--- config.mk ---
export PLATFORM = sky130hd
export DESIGN_NAME = ira_bridge
export DESIGN_NICKNAME = d
export VERILOG_FILES = /design/src/rtl/ira_pkg.sv /design/src/rtl/ira_decode.sv /design/src/rtl/ira_regbank.sv /design/src/rtl/ira_bridge.sv
export SDC_FILE = /design/constraint.sdc
export NUM_CORES = 1
export LEC_CHECK = 0
export BUFFER_PORTS_ARGS = -buffer_cell sky130_fd_sc_hd__buf_2
export CORE_MARGIN = 2
export CORE_UTILIZATION = 45
export DETAILED_ROUTE_END_ITERATION = 16
export HOLD_SLACK_MARGIN = 0.1
export PLACE_DENSITY = 0.75
export SLEW_MARGIN = 15
export SYNTH_ARGS = -nofsm -noshare
export SYNTH_HDL_FRONTEND = slang
export SYNTH_SLANG_ARGS = --single-unit
--- constraint.sdc ---
create_clock -name clk -period 1.66 [get_ports clk]
set_clock_uncertainty 0.05 [all_clocks]
set_input_delay 0.498 -clock clk [delete_from_list [all_inputs] [get_ports clk]]
set_output_delay 0.498 -clock clk [all_outputs]
set_load 0.05 [all_outputs]
--- src/rtl/ira_pkg.sv ---
package ira_pkg;
    localparam int WORD_W   = 64;
    localparam int BYTE_W   = 8;
    localparam int VALID_B  = 63;
    localparam int READ_B   = 56;
    localparam int OP_HI    = 59;
    localparam int OP_LO    = 58;
    localparam int SEL_HI   = 34;
    localparam int SEL_LO   = 32;
    localparam int SEL_W    = SEL_HI - SEL_LO + 1;
    localparam logic [BYTE_W-1:0] IDLE_STATUS = 8'hF8;

    typedef enum logic [2:0] {
        TGT_NONE,
        TGT_DATA,
        TGT_CTL,
        TGT_CLKCTL,
        TGT_STATUS,
        TGT_THP,
        TGT_SRST
    } tgt_e;
endpackage

--- src/rtl/ira_decode.sv ---
module ira_decode
    import ira_pkg::*;
(
    input  logic [WORD_W-1:0] word_i,
    output tgt_e              tgt_o,
    output logic              is_read_o
);
    logic [1:0]       op;
    logic [SEL_W-1:0] sel;

    always_comb begin
        op        = word_i[OP_HI:OP_LO];
        sel       = word_i[SEL_HI:SEL_LO];
        is_read_o = word_i[READ_B];
        tgt_o     = TGT_NONE;
        if (op == 2'b11) begin
            case (sel)
                3'd1:    tgt_o = TGT_DATA;
                3'd2:    tgt_o = TGT_CTL;
                3'd3:    tgt_o = is_read_o ? TGT_STATUS : TGT_CLKCTL;
                3'd7:    tgt_o = is_read_o ? TGT_NONE : TGT_SRST;
                default: tgt_o = TGT_NONE;
            endcase
        end else if (op == 2'b10 && sel == '0) begin
            tgt_o = TGT_THP;
        end
    end
endmodule

--- src/rtl/ira_regbank.sv ---
module ira_regbank
    import ira_pkg::*;
#(
    parameter logic [BYTE_W-1:0] THP_RESET = 8'h18
) (
    input  logic              clk,
    input  logic              rst_n,
    input  logic              acc_en,
    input  tgt_e              tgt,
    input  logic              is_read,
    input  logic [BYTE_W-1:0] wdata,
    input  logic              eng_stat_we,
    input  logic [BYTE_W-1:0] eng_stat_in,
    output logic [BYTE_W-1:0] rdata,
    output logic [BYTE_W-1:0] data_o,
    output logic [BYTE_W-1:0] ctl_o,
    output logic [BYTE_W-1:0] clkctl_o,
    output logic [BYTE_W-1:0] thp_o,
    output logic [BYTE_W-1:0] stat_o
);
    typedef struct packed {
        logic [BYTE_W-1:0] data;
        logic [BYTE_W-1:0] ctl;
        logic [BYTE_W-1:0] clkctl;
        logic [BYTE_W-1:0] thp;
        logic [BYTE_W-1:0] stat;
    } regs_t;

    regs_t regs_d, regs_q;
    logic  do_wr;

    always_comb begin
        regs_d = regs_q;
        do_wr  = acc_en && !is_read;
        if (eng_stat_we) regs_d.stat = eng_stat_in;
        if (do_wr) begin
            case (tgt)
                TGT_DATA:   regs_d.data   = wdata;
                TGT_CTL:    regs_d.ctl    = wdata;
                TGT_CLKCTL: regs_d.clkctl = wdata;
                TGT_THP:    regs_d.thp    = wdata;
                TGT_SRST: begin
                    regs_d.stat = IDLE_STATUS;
                    regs_d.ctl  = '0;
                end
                default: ;
            endcase
        end
    end

    always_comb begin
        case (tgt)
            TGT_DATA:   rdata = regs_q.data;
            TGT_CTL:    rdata = regs_q.ctl;
            TGT_STATUS: rdata = regs_q.stat;
            TGT_THP:    rdata = regs_q.thp;
            default:    rdata = '0;
        endcase
    end

    always_ff @(posedge clk or negedge rst_n) begin
        if (!rst_n) begin
            regs_q <= '{data: '0, ctl: '0, clkctl: '0, thp: THP_RESET, stat: IDLE_STATUS};
        end else begin
            regs_q <= regs_d;
        end
    end

    assign data_o   = regs_q.data;
    assign ctl_o    = regs_q.ctl;
    assign clkctl_o = regs_q.clkctl;
    assign thp_o    = regs_q.thp;
    assign stat_o   = regs_q.stat;


    srst_idle_chk: assert property (@(posedge clk) disable iff (!rst_n)
        (acc_en && !is_read && tgt == TGT_SRST) |=> (stat_o == IDLE_STATUS && ctl_o == '0));


    none_no_effect_chk: assert property (@(posedge clk) disable iff (!rst_n)
        (acc_en && tgt == TGT_NONE) |=>
        ($stable(data_o) && $stable(ctl_o) && $stable(clkctl_o) && $stable(thp_o)));


    none_reads_zero_chk: assert property (@(posedge clk) disable iff (!rst_n)
        (tgt == TGT_NONE) |-> (rdata == '0));
endmodule

--- src/rtl/ira_bridge.sv ---
module ira_bridge
    import ira_pkg::*;
#(
    parameter int                LATENCY   = 2,
    parameter logic [BYTE_W-1:0] THP_RESET = 8'h18
) (
    input  logic              clk,
    input  logic              rst_n,
    input  logic              host_wr_en,
    input  logic [WORD_W-1:0] host_wr_data,
    output logic [WORD_W-1:0] host_rd_data,
    input  logic              eng_stat_we,
    input  logic [BYTE_W-1:0] eng_stat_in,
    output logic [BYTE_W-1:0] data_o,
    output logic [BYTE_W-1:0] ctl_o,
    output logic [BYTE_W-1:0] clkctl_o,
    output logic [BYTE_W-1:0] thp_o,
    output logic [BYTE_W-1:0] stat_o
);
    localparam int CNT_W = $clog2(LATENCY + 1);
    localparam logic [CNT_W-1:0] CNT_LOAD = CNT_W'(LATENCY);
    localparam logic [CNT_W-1:0] CNT_LAST = CNT_W'(1);

    typedef struct packed {
        logic [WORD_W-1:0] word;
        logic [CNT_W-1:0]  cnt;
    } state_t;

    state_t            st_d, st_q;
    tgt_e              tgt;
    logic              is_read;
    logic              busy;
    logic              acc_en;
    logic [BYTE_W-1:0] rdata;

    ira_decode u_decode (
        .word_i    (st_q.word),
        .tgt_o     (tgt),
        .is_read_o (is_read)
    );

    ira_regbank #(.THP_RESET(THP_RESET)) u_regs (
        .clk         (clk),
        .rst_n       (rst_n),
        .acc_en      (acc_en),
        .tgt         (tgt),
        .is_read     (is_read),
        .wdata       (st_q.word[BYTE_W-1:0]),
        .eng_stat_we (eng_stat_we),
        .eng_stat_in (eng_stat_in),
        .rdata       (rdata),
        .data_o      (data_o),
        .ctl_o       (ctl_o),
        .clkctl_o    (clkctl_o),
        .thp_o       (thp_o),
        .stat_o      (stat_o)
    );

    always_comb begin
        st_d   = st_q;
        busy   = st_q.word[VALID_B];
        acc_en = busy && (st_q.cnt == CNT_LAST);
        if (busy) begin
            if (acc_en) begin
                st_d.word[VALID_B] = 1'b0;
                st_d.cnt           = '0;
                if (is_read) st_d.word[BYTE_W-1:0] = rdata;
            end else begin
                st_d.cnt = st_q.cnt - CNT_LAST;
            end
        end else if (host_wr_en && host_wr_data[VALID_B]) begin
            st_d.word = host_wr_data;
            st_d.cnt  = CNT_LOAD;
        end
    end

    always_ff @(posedge clk or negedge rst_n) begin
        if (!rst_n) begin
            st_q <= '0;
        end else begin
            st_q <= st_d;
        end
    end

    assign host_rd_data = st_q.word;


    start_needs_write_chk: assert property (@(posedge clk) disable iff (!rst_n)
        $rose(host_rd_data[VALID_B]) |-> $past(host_wr_en && host_wr_data[VALID_B]));


    cnt_range_chk: assert property (@(posedge clk) disable iff (!rst_n)
        host_rd_data[VALID_B] |-> (st_q.cnt >= CNT_LAST && st_q.cnt <= CNT_LOAD));


    busy_ignores_write_chk: assert property (@(posedge clk) disable iff (!rst_n)
        (host_rd_data[VALID_B] && host_wr_en) |=>
        (host_rd_data[WORD_W-2:BYTE_W] == $past(host_rd_data[WORD_W-2:BYTE_W])));


    idle_clear_write_chk: assert property (@(posedge clk) disable iff (!rst_n)
        (!host_rd_data[VALID_B] && host_wr_en && !host_wr_data[VALID_B]) |=> $stable(host_rd_data));
endmodule

==> results of run 1 <==
repair_timing:
action / CTS / global route
hold buffers: 1 / 0
gates resized for setup: 17 / 25
hold endpoints to repair: 16 / 0
setup endpoints to repair: 14 / 37
buffers inserted: 0 / 2
per-stage QoR:
step | cells | TNS, ns | cell area [um^2]
after floorplan | 396 | 0 | 5130
after global placement | 653 | 0 | 5840
after detailed placement | 653 | 0 | 5840
after CTS | 670 | 0 | 6220
after global routing | 672 | -0.0408 | 6290
final | 672 | 0 | 6290
final cells by class:
cell class,count,area [um^2],area share
clock buffer,11,243,0.0386
clock inverter,5,77.6,0.0123
inverter,3,11.3,0.00179
multi-input combinational,199,1850,0.294
sequential,106,2670,0.424
tap,140,175,0.0278
timing repair buffer,208,1270,0.202
final timing paths:
kind	slack, ns	start	to	cells past startpoint
setup / recovery	0.02	host_rd_data[33]$_DFFE_PN0P_	host_rd_data[33]	2
min in group asynchronous	0.54	rst_n	host_rd_data[62]$_DFFE_PN0P_	2
hold / removal	0.31	host_wr_data[35]	host_rd_data[35]$_DFFE_PN0P_	2
hold reg to reg	0.44	host_rd_data[20]$_DFFE_PN0P_	host_rd_data[20]$_DFFE_PN0P_	1
setup reg to reg	0.05	st_q[1]$_DFFE_PN0P_	u_regs.data_o[7]$_DFFE_PN0P_	6
max in group asynchronous	0.45	rst_n	u_regs.clkctl_o[0]$_DFFE_PN0P_	3
critical path: cells and delay by family (launching register included):
| family | cells | cell delay (ns) |
|---|---|---|
| buf+inv | 2 | 0.37 |
| flops | 1 | 0.38 |
flip-flops by register name, summed over array words and instances (netlist names):
signal and flops:
u_regs.stat_o 8, u_regs.ctl_o 8, st_q 2, u_regs.thp_o 8, u_regs.clkctl_o 8, host_rd_data 64
u_regs.data_o 8
cells in the mapped netlist (2+ instances only):
cell                         n
sky130_fd_sc_hd__mux2_4     16
sky130_fd_sc_hd__nand3b_1   10
sky130_fd_sc_hd__dfstp_2     7
sky130_fd_sc_hd__o21ai_1     7
sky130_fd_sc_hd__clkbuf_1    5
sky130_fd_sc_hd__buf_2      14
sky130_fd_sc_hd__and2_1      9
sky130_fd_sc_hd__o21ai_0     8
sky130_fd_sc_hd__and4b_1     2
sky130_fd_sc_hd__buf_6       4
sky130_fd_sc_hd__inv_1       3
sky130_fd_sc_hd__dfrtp_1    99
sky130_fd_sc_hd__mux2i_1    16
sky130_fd_sc_hd__o2bb2ai_1   9
sky130_fd_sc_hd__a41oi_1     8
sky130_fd_sc_hd__a31oi_1     8
sky130_fd_sc_hd__mux2_1     63
sky130_fd_sc_hd__a21oi_1     3
sky130_fd_sc_hd__nand3_1     3
sky130_fd_sc_hd__nor2b_1     8
sky130_fd_sc_hd__and3_1     10
sky130_fd_sc_hd__nand2_1     3
sky130_fd_sc_hd__a32oi_1     8
sky130_fd_sc_hd__buf_4      65
power by group through the flow:
stage / registers [mW] / clock network, mW / logic [mW]
3_3_place_gp: 4.41 / 0 / 7.45
5_1_grt: 4.60 / 2.44 / 8.08
4_1_cts: 4.43 / 2.34 / 7.66
6_report: 4.45 / 2.27 / 7.71
2_1_floorplan: 5.16 / 0 / 5.94
3_5_place_dp: 4.46 / 0 / 7.56
cell families after synthesis:
logic type,Yosys count,synth area share
and+or+nand+nor,50,0.0659
adders and majority gates,1,0.00244
muxes,95,0.216
DFF,106,0.519
buffers and inverters,91,0.123
AOI/OAI and AO/OA,53,0.0732
per-layer routing:
layer	track usage	vias up	share of wire
li1	-	1619	-
met1	0.242	1686	0.43
met2	0.306	105	0.50
met3	0.0421	14	0.054
met4	0.0717	0	0.018
met5	0	-	0
==> flow_summary.json, run 1 <==
{
  "run_status": "completed",
  "number_of_rows_created_at_floorplan": 38,
  "fp.dieH_um": 111,
  "dominantRegCellSynth": "sky130_fd_sc_hd__dfrtp_1",
  "remaining_drc_errors": 0,
  "synth.distinct_cells": 32,
  "cellPowerDensity_nw_per_um2": 2290,
  "cellInternalPower_mw": 7.32,
  "dieWidth_um": 111,
  "power_switching_share": 0.493,
  "timing.slew.headroom": 0.697,
  "flow.area_growth_from_synthesis_pct": 22.7,
  "fmaxAchievable_mhz": 611,
  "layout.cells.most_common": "sky130_fd_sc_hd__buf_2",
  "mappedNetlistNets": 473,
  "clkSlewWorstSetupHoldPaths_ns": 0.07,
  "clock_path_buffers": 2,
  "syn_avg_cell_area_um2": 13.0,
  "place_worst_setup_slack_ns": 0.0134,
  "clock_power_share": 0.158,
  "initialDrtViolationCount": 143,
  "final_net_count": 604,
  "critical_path.slowest_cell": "sky130_fd_sc_hd__dfrtp_1",
  "synth_warnings": 0,
  "timing_max_transition_violations_final": 0,
  "synth_edf_count": 0,
  "gp_congestion": 0.889,
  "timing.setup.critical_path_class": "reg2out",
  "wire_length_of_the_first_global_routing_pass_mm": 18.4,
  "number_of_diodes": 0,
  "pwr-share-comb": 0.534,
  "initial_core_util": 0.467,
  "grt_pass1_vias": 3506,
  "critical_path_arrival_ns": 1.09,
  "drive_gt1_frac": 0.483,
  "yosysTopAreaCell": "sky130_fd_sc_hd__dfrtp_1",
  "ir_drop_mv": 1.23,
  "ant_nets": 0,
  "list_of_cells_traversed_by_the_critical_path": "buf_4 -> buf_6",
  "post-route-util": 0.573,
  "cts_buf_count": 9,
  "leakage_nw": 3.09,
  "yosys_register_bits": 106,
  "hold_slack_ns": 0.311,
  "synth_top_cell_area_share": 0.483,
  "timing.final.hold_violations": 0,
  "most-common-layout-cells": "sky130_fd_sc_hd__buf_2, sky130_fd_sc_hd__dfrtp_1, sky130_fd_sc_hd__mux2_1",
  "finalWorstPathRequiredPeriod_ns": 1.64,
  "synth.cell_area_um2": 5130,
  "grt_start_max_net_pins": 49,
  "synthesis.instances": 396,
  "worstHoldPathType": "in2reg",
  "yosysSeqAreaShare": 0.519,
  "worstSkewPairLatency_ns": 0.35,
  "tightest_slew_ns": 0.453,
  "power.sequential.fraction": 0.309,
  "netSwitchingPower_mw": 7.12,
  "htree_num_levels": 3,
  "final-setup-viol-count": 0,
  "cts_root_buf": "sky130_fd_sc_hd__clkbuf_16",
  "hpwlAfterDp_mm": 8.59,
  "boundaryPins": 180,
  "drt_pass1_iterations": 4,
  "grt_antenna_before_repair": 0,
  "fp.coreArea_um2": 11000,
  "portBuffers": 179,
  "cts_tree": "done",
  "fillers": 949,
  "crit_path_start_kind": "flop",
  "avgViaCountPerCell": 5.10,
  "cp-end-kind": "primary output",
  "detailroute.via_count": 3424,
  "highest_fanout_seen_on_the_critical_path": 13,
  "grtUsageTotal": 0.187,
  "worst-endpoint-required_ns": 1.11,
  "stage_delay_of_the_slowest_cell_on_the_critical_path_ns": 0.38,
  "final_min_period_over_clock_period": 0.986,
  "grt_overflow": 0,
  "drv_cap": 0,
  "finalPower_mw": 14.4,
  "setup_slack_ns": 0.0225,
  "synth.top_cells.by_area": "sky130_fd_sc_hd__dfrtp_1, sky130_fd_sc_hd__mux2_1, sky130_fd_sc_hd__buf_4",
  "cts.sinks": 106,
  "dieArea_um2": 12300,
  "async_reset_ff_frac": 1.00,
  "average_wire_per_cell_in_the_routed_design_um": 17.0,
  "routed_wl_mm": 11.4
}
No activity file was read; power rests on OpenSTA's default activity.
==> inputs of run 2 (changes only) <==
--- a/config.mk
+++ b/config.mk
@@ -7,10 +7,11 @@
 export LEC_CHECK = 0
 export BUFFER_PORTS_ARGS = -buffer_cell sky130_fd_sc_hd__buf_2
 export CORE_MARGIN = 2
-export CORE_UTILIZATION = 45
+export CORE_UTILIZATION = 30
 export DETAILED_ROUTE_END_ITERATION = 16
 export HOLD_SLACK_MARGIN = 0.1
-export PLACE_DENSITY = 0.75
+export PLACE_DENSITY = 0.54
+export REMOVE_ABC_BUFFERS = 1
 export SLEW_MARGIN = 15
 export SYNTH_ARGS = -nofsm -noshare
 export SYNTH_HDL_FRONTEND = slang
==> flow_summary.json, run 2 (synthesis gave the netlist of run 1 again) <==
{
  "run_status": "finished, violations left",
  "failed_checks": "setup timing",
  "finalWorstPathRequiredPeriod_ns": 1.68,
  "detailed_place.area_um2": 5960,
  "wire_length_of_the_first_global_routing_pass_mm": 20.6,
  "detailroute.via_count": 3570,
  "grtUsageTotal": 0.149,
  "clock_path_buffers": 2,
  "most-common-layout-cells": "sky130_fd_sc_hd__buf_2, sky130_fd_sc_hd__dfrtp_1, sky130_fd_sc_hd__mux2_1",
  "post-route-util": 0.402,
  "drt_pass1_iterations": 5,
  "grt_overflow": 0,
  "gp_congestion": 0.811,
  "rsz0062_at_grt": "yes",
  "timing_max_transition_violations_final": 0,
  "timing.final.hold_violations": 0,
  "portBuffers": 179,
  "grt_start_max_net_pins": 50,
  "final-setup-viol-count": 5,
  "drv_cap": 0,
  "hpwlAfterDp_mm": 10.1,
  "average_wire_per_cell_in_the_routed_design_um": 17.7,
  "setup_slack_ns": -0.0219,
  "htree_num_levels": 3,
  "crit_path_start_kind": "flop",
  "ant_nets": 0,
  "initialDrtViolationCount": 169,
  "critical_path_arrival_ns": 1.87,
  "number_of_rows_created_at_floorplan": 47,
  "boundaryPins": 180,
  "place_worst_setup_slack_ns": 0.00713,
  "clkSlewWorstSetupHoldPaths_ns": 0.07,
  "grt_pass1_vias": 3584,
  "dieArea_um2": 18200,
  "fp.dieH_um": 135,
  "highest_fanout_seen_on_the_critical_path": 5,
  "cts.sinks": 106,
  "layout.cells.most_common": "sky130_fd_sc_hd__buf_2",
  "flow.area_growth_from_synthesis_pct": 30.5,
  "timing.slew.headroom": 0.745,
  "worstHoldPathType": "in2reg",
  "cts_root_buf": "sky130_fd_sc_hd__clkbuf_16",
  "routed_wl_mm": 13.6,
  "initial_core_util": 0.308,
  "dieWidth_um": 135,
  "largest_register_ffs": 64,
  "remaining_drc_errors": 0,
  "final_net_count": 622,
  "tightest_slew_ns": 0.383,
  "fillers": 1605,
  "drive_gt1_frac": 0.515,
  "grt_antenna_before_repair": 1,
  "timing.setup.critical_path_class": "reg2reg",
  "cts_buf_count": 9,
  "worst-endpoint-required_ns": 1.85,
  "cellPowerDensity_nw_per_um2": 2290,
  "fmaxAchievable_mhz": 595,
  "leakage_nw": 3.22,
  "worstSkewPairLatency_ns": 0.36,
  "final_min_period_over_clock_period": 1.01,
  "avgViaCountPerCell": 4.63,
  "fp.coreArea_um2": 16600,
  "cts_tree": "done",
  "fin_tns_setup_ns": -0.0685,
  "ir_drop_mv": 0.953,
  "cp-end-kind": "flop",
  "fin_area_um2": 6690
}
==> run 2: cell count changes in the layout (fill, tap and decap cells not counted), sizes merged <==
cell and change:
inv +3, buf +17, bufinv +1, diode +1
clkinv -2, clkbuf -1
==> run 2: cell type report <==
| type | count | area [um^2] | area share |
|---|---|---|---|
| antenna | 1 | 2.50 | 0.000374 |
| clock buffer | 9 | 225 | 0.0337 |
| clock inverter | 7 | 124 | 0.0185 |
| inverter | 3 | 11.3 | 0.00168 |
| multi-input combinational | 199 | 1900 | 0.283 |
| sequential | 106 | 2670 | 0.399 |
| tap | 220 | 275 | 0.0411 |
| timing repair buffer | 226 | 1490 | 0.223 |
==> run 2: repair_timing <==
item / in CTS / in global routing
hold buffers: 1 / 0
resized for setup: 42 / 23
pin swaps: 2 / 3
setup buffers: 6 / 11
hold endpoints to repair: 12 / 0
cloned: 0 / 1
setup endpoints to repair: 22 / 37
==> run 2: per-layer routing <==
metal,track usage,part of all wire
met5,0,0
met4,0.0556,0.019
met3,0.0342,0.056
met2,0.249,0.51
met1,0.189,0.42
==> run 2: path summary, 6_finish.rpt <==
kind                                              start                            to  slack, ns  cells after the start
max                        host_rd_data[32]$_DFFE_PN0P_   u_regs.thp_o[2]$_DFFE_PN0P_      -0.02                      5
min                                    host_wr_data[27]  host_rd_data[27]$_DFFE_PN0P_       0.30                      2
max reg2reg                host_rd_data[32]$_DFFE_PN0P_   u_regs.thp_o[2]$_DFFE_PN0P_      -0.02                      5
min reg2reg                host_rd_data[44]$_DFFE_PN0P_  host_rd_data[44]$_DFFE_PN0P_       0.44                      1
max in group asynchronous                         rst_n    u_regs.stat_o[7]$_DFF_PN1_       0.49                      3
min in group asynchronous                         rst_n  u_regs.data_o[3]$_DFFE_PN0P_       0.52                      2
==> run 2: where the power goes <==
part | switching, mW | leakage, nW | total [mW] | internal, mW
Sequential | 0.774 | 1.25 | 4.46 | 3.69
Combinational | 5.64 | 1.80 | 8.34 | 2.70
Clock | 1.04 | 0.167 | 2.53 | 1.49
Total | 7.45 | 3.22 | 15.3 | 7.88
==> run 2: critical path, stage by stage, from the launching register on <==
cell and delay (ns):
sky130_fd_sc_hd__dfrtp_2 0.44, sky130_fd_sc_hd__buf_6 0.13, sky130_fd_sc_hd__nor4b_4 0.29, sky130_fd_sc_hd__and3_4 0.24, sky130_fd_sc_hd__buf_6 0.13, sky130_fd_sc_hd__mux2_4 0.29
==> run 2: metrics by stage <==
stage,power (mW),hold WS [ns],cells
after floorplan,9.78,0.152,308
after global placement,12.0,0.355,735
after detailed placement,12.1,0.357,735
after CTS,15.1,0.285,758
after global routing,16.1,0.282,771
final,15.3,0.300,771
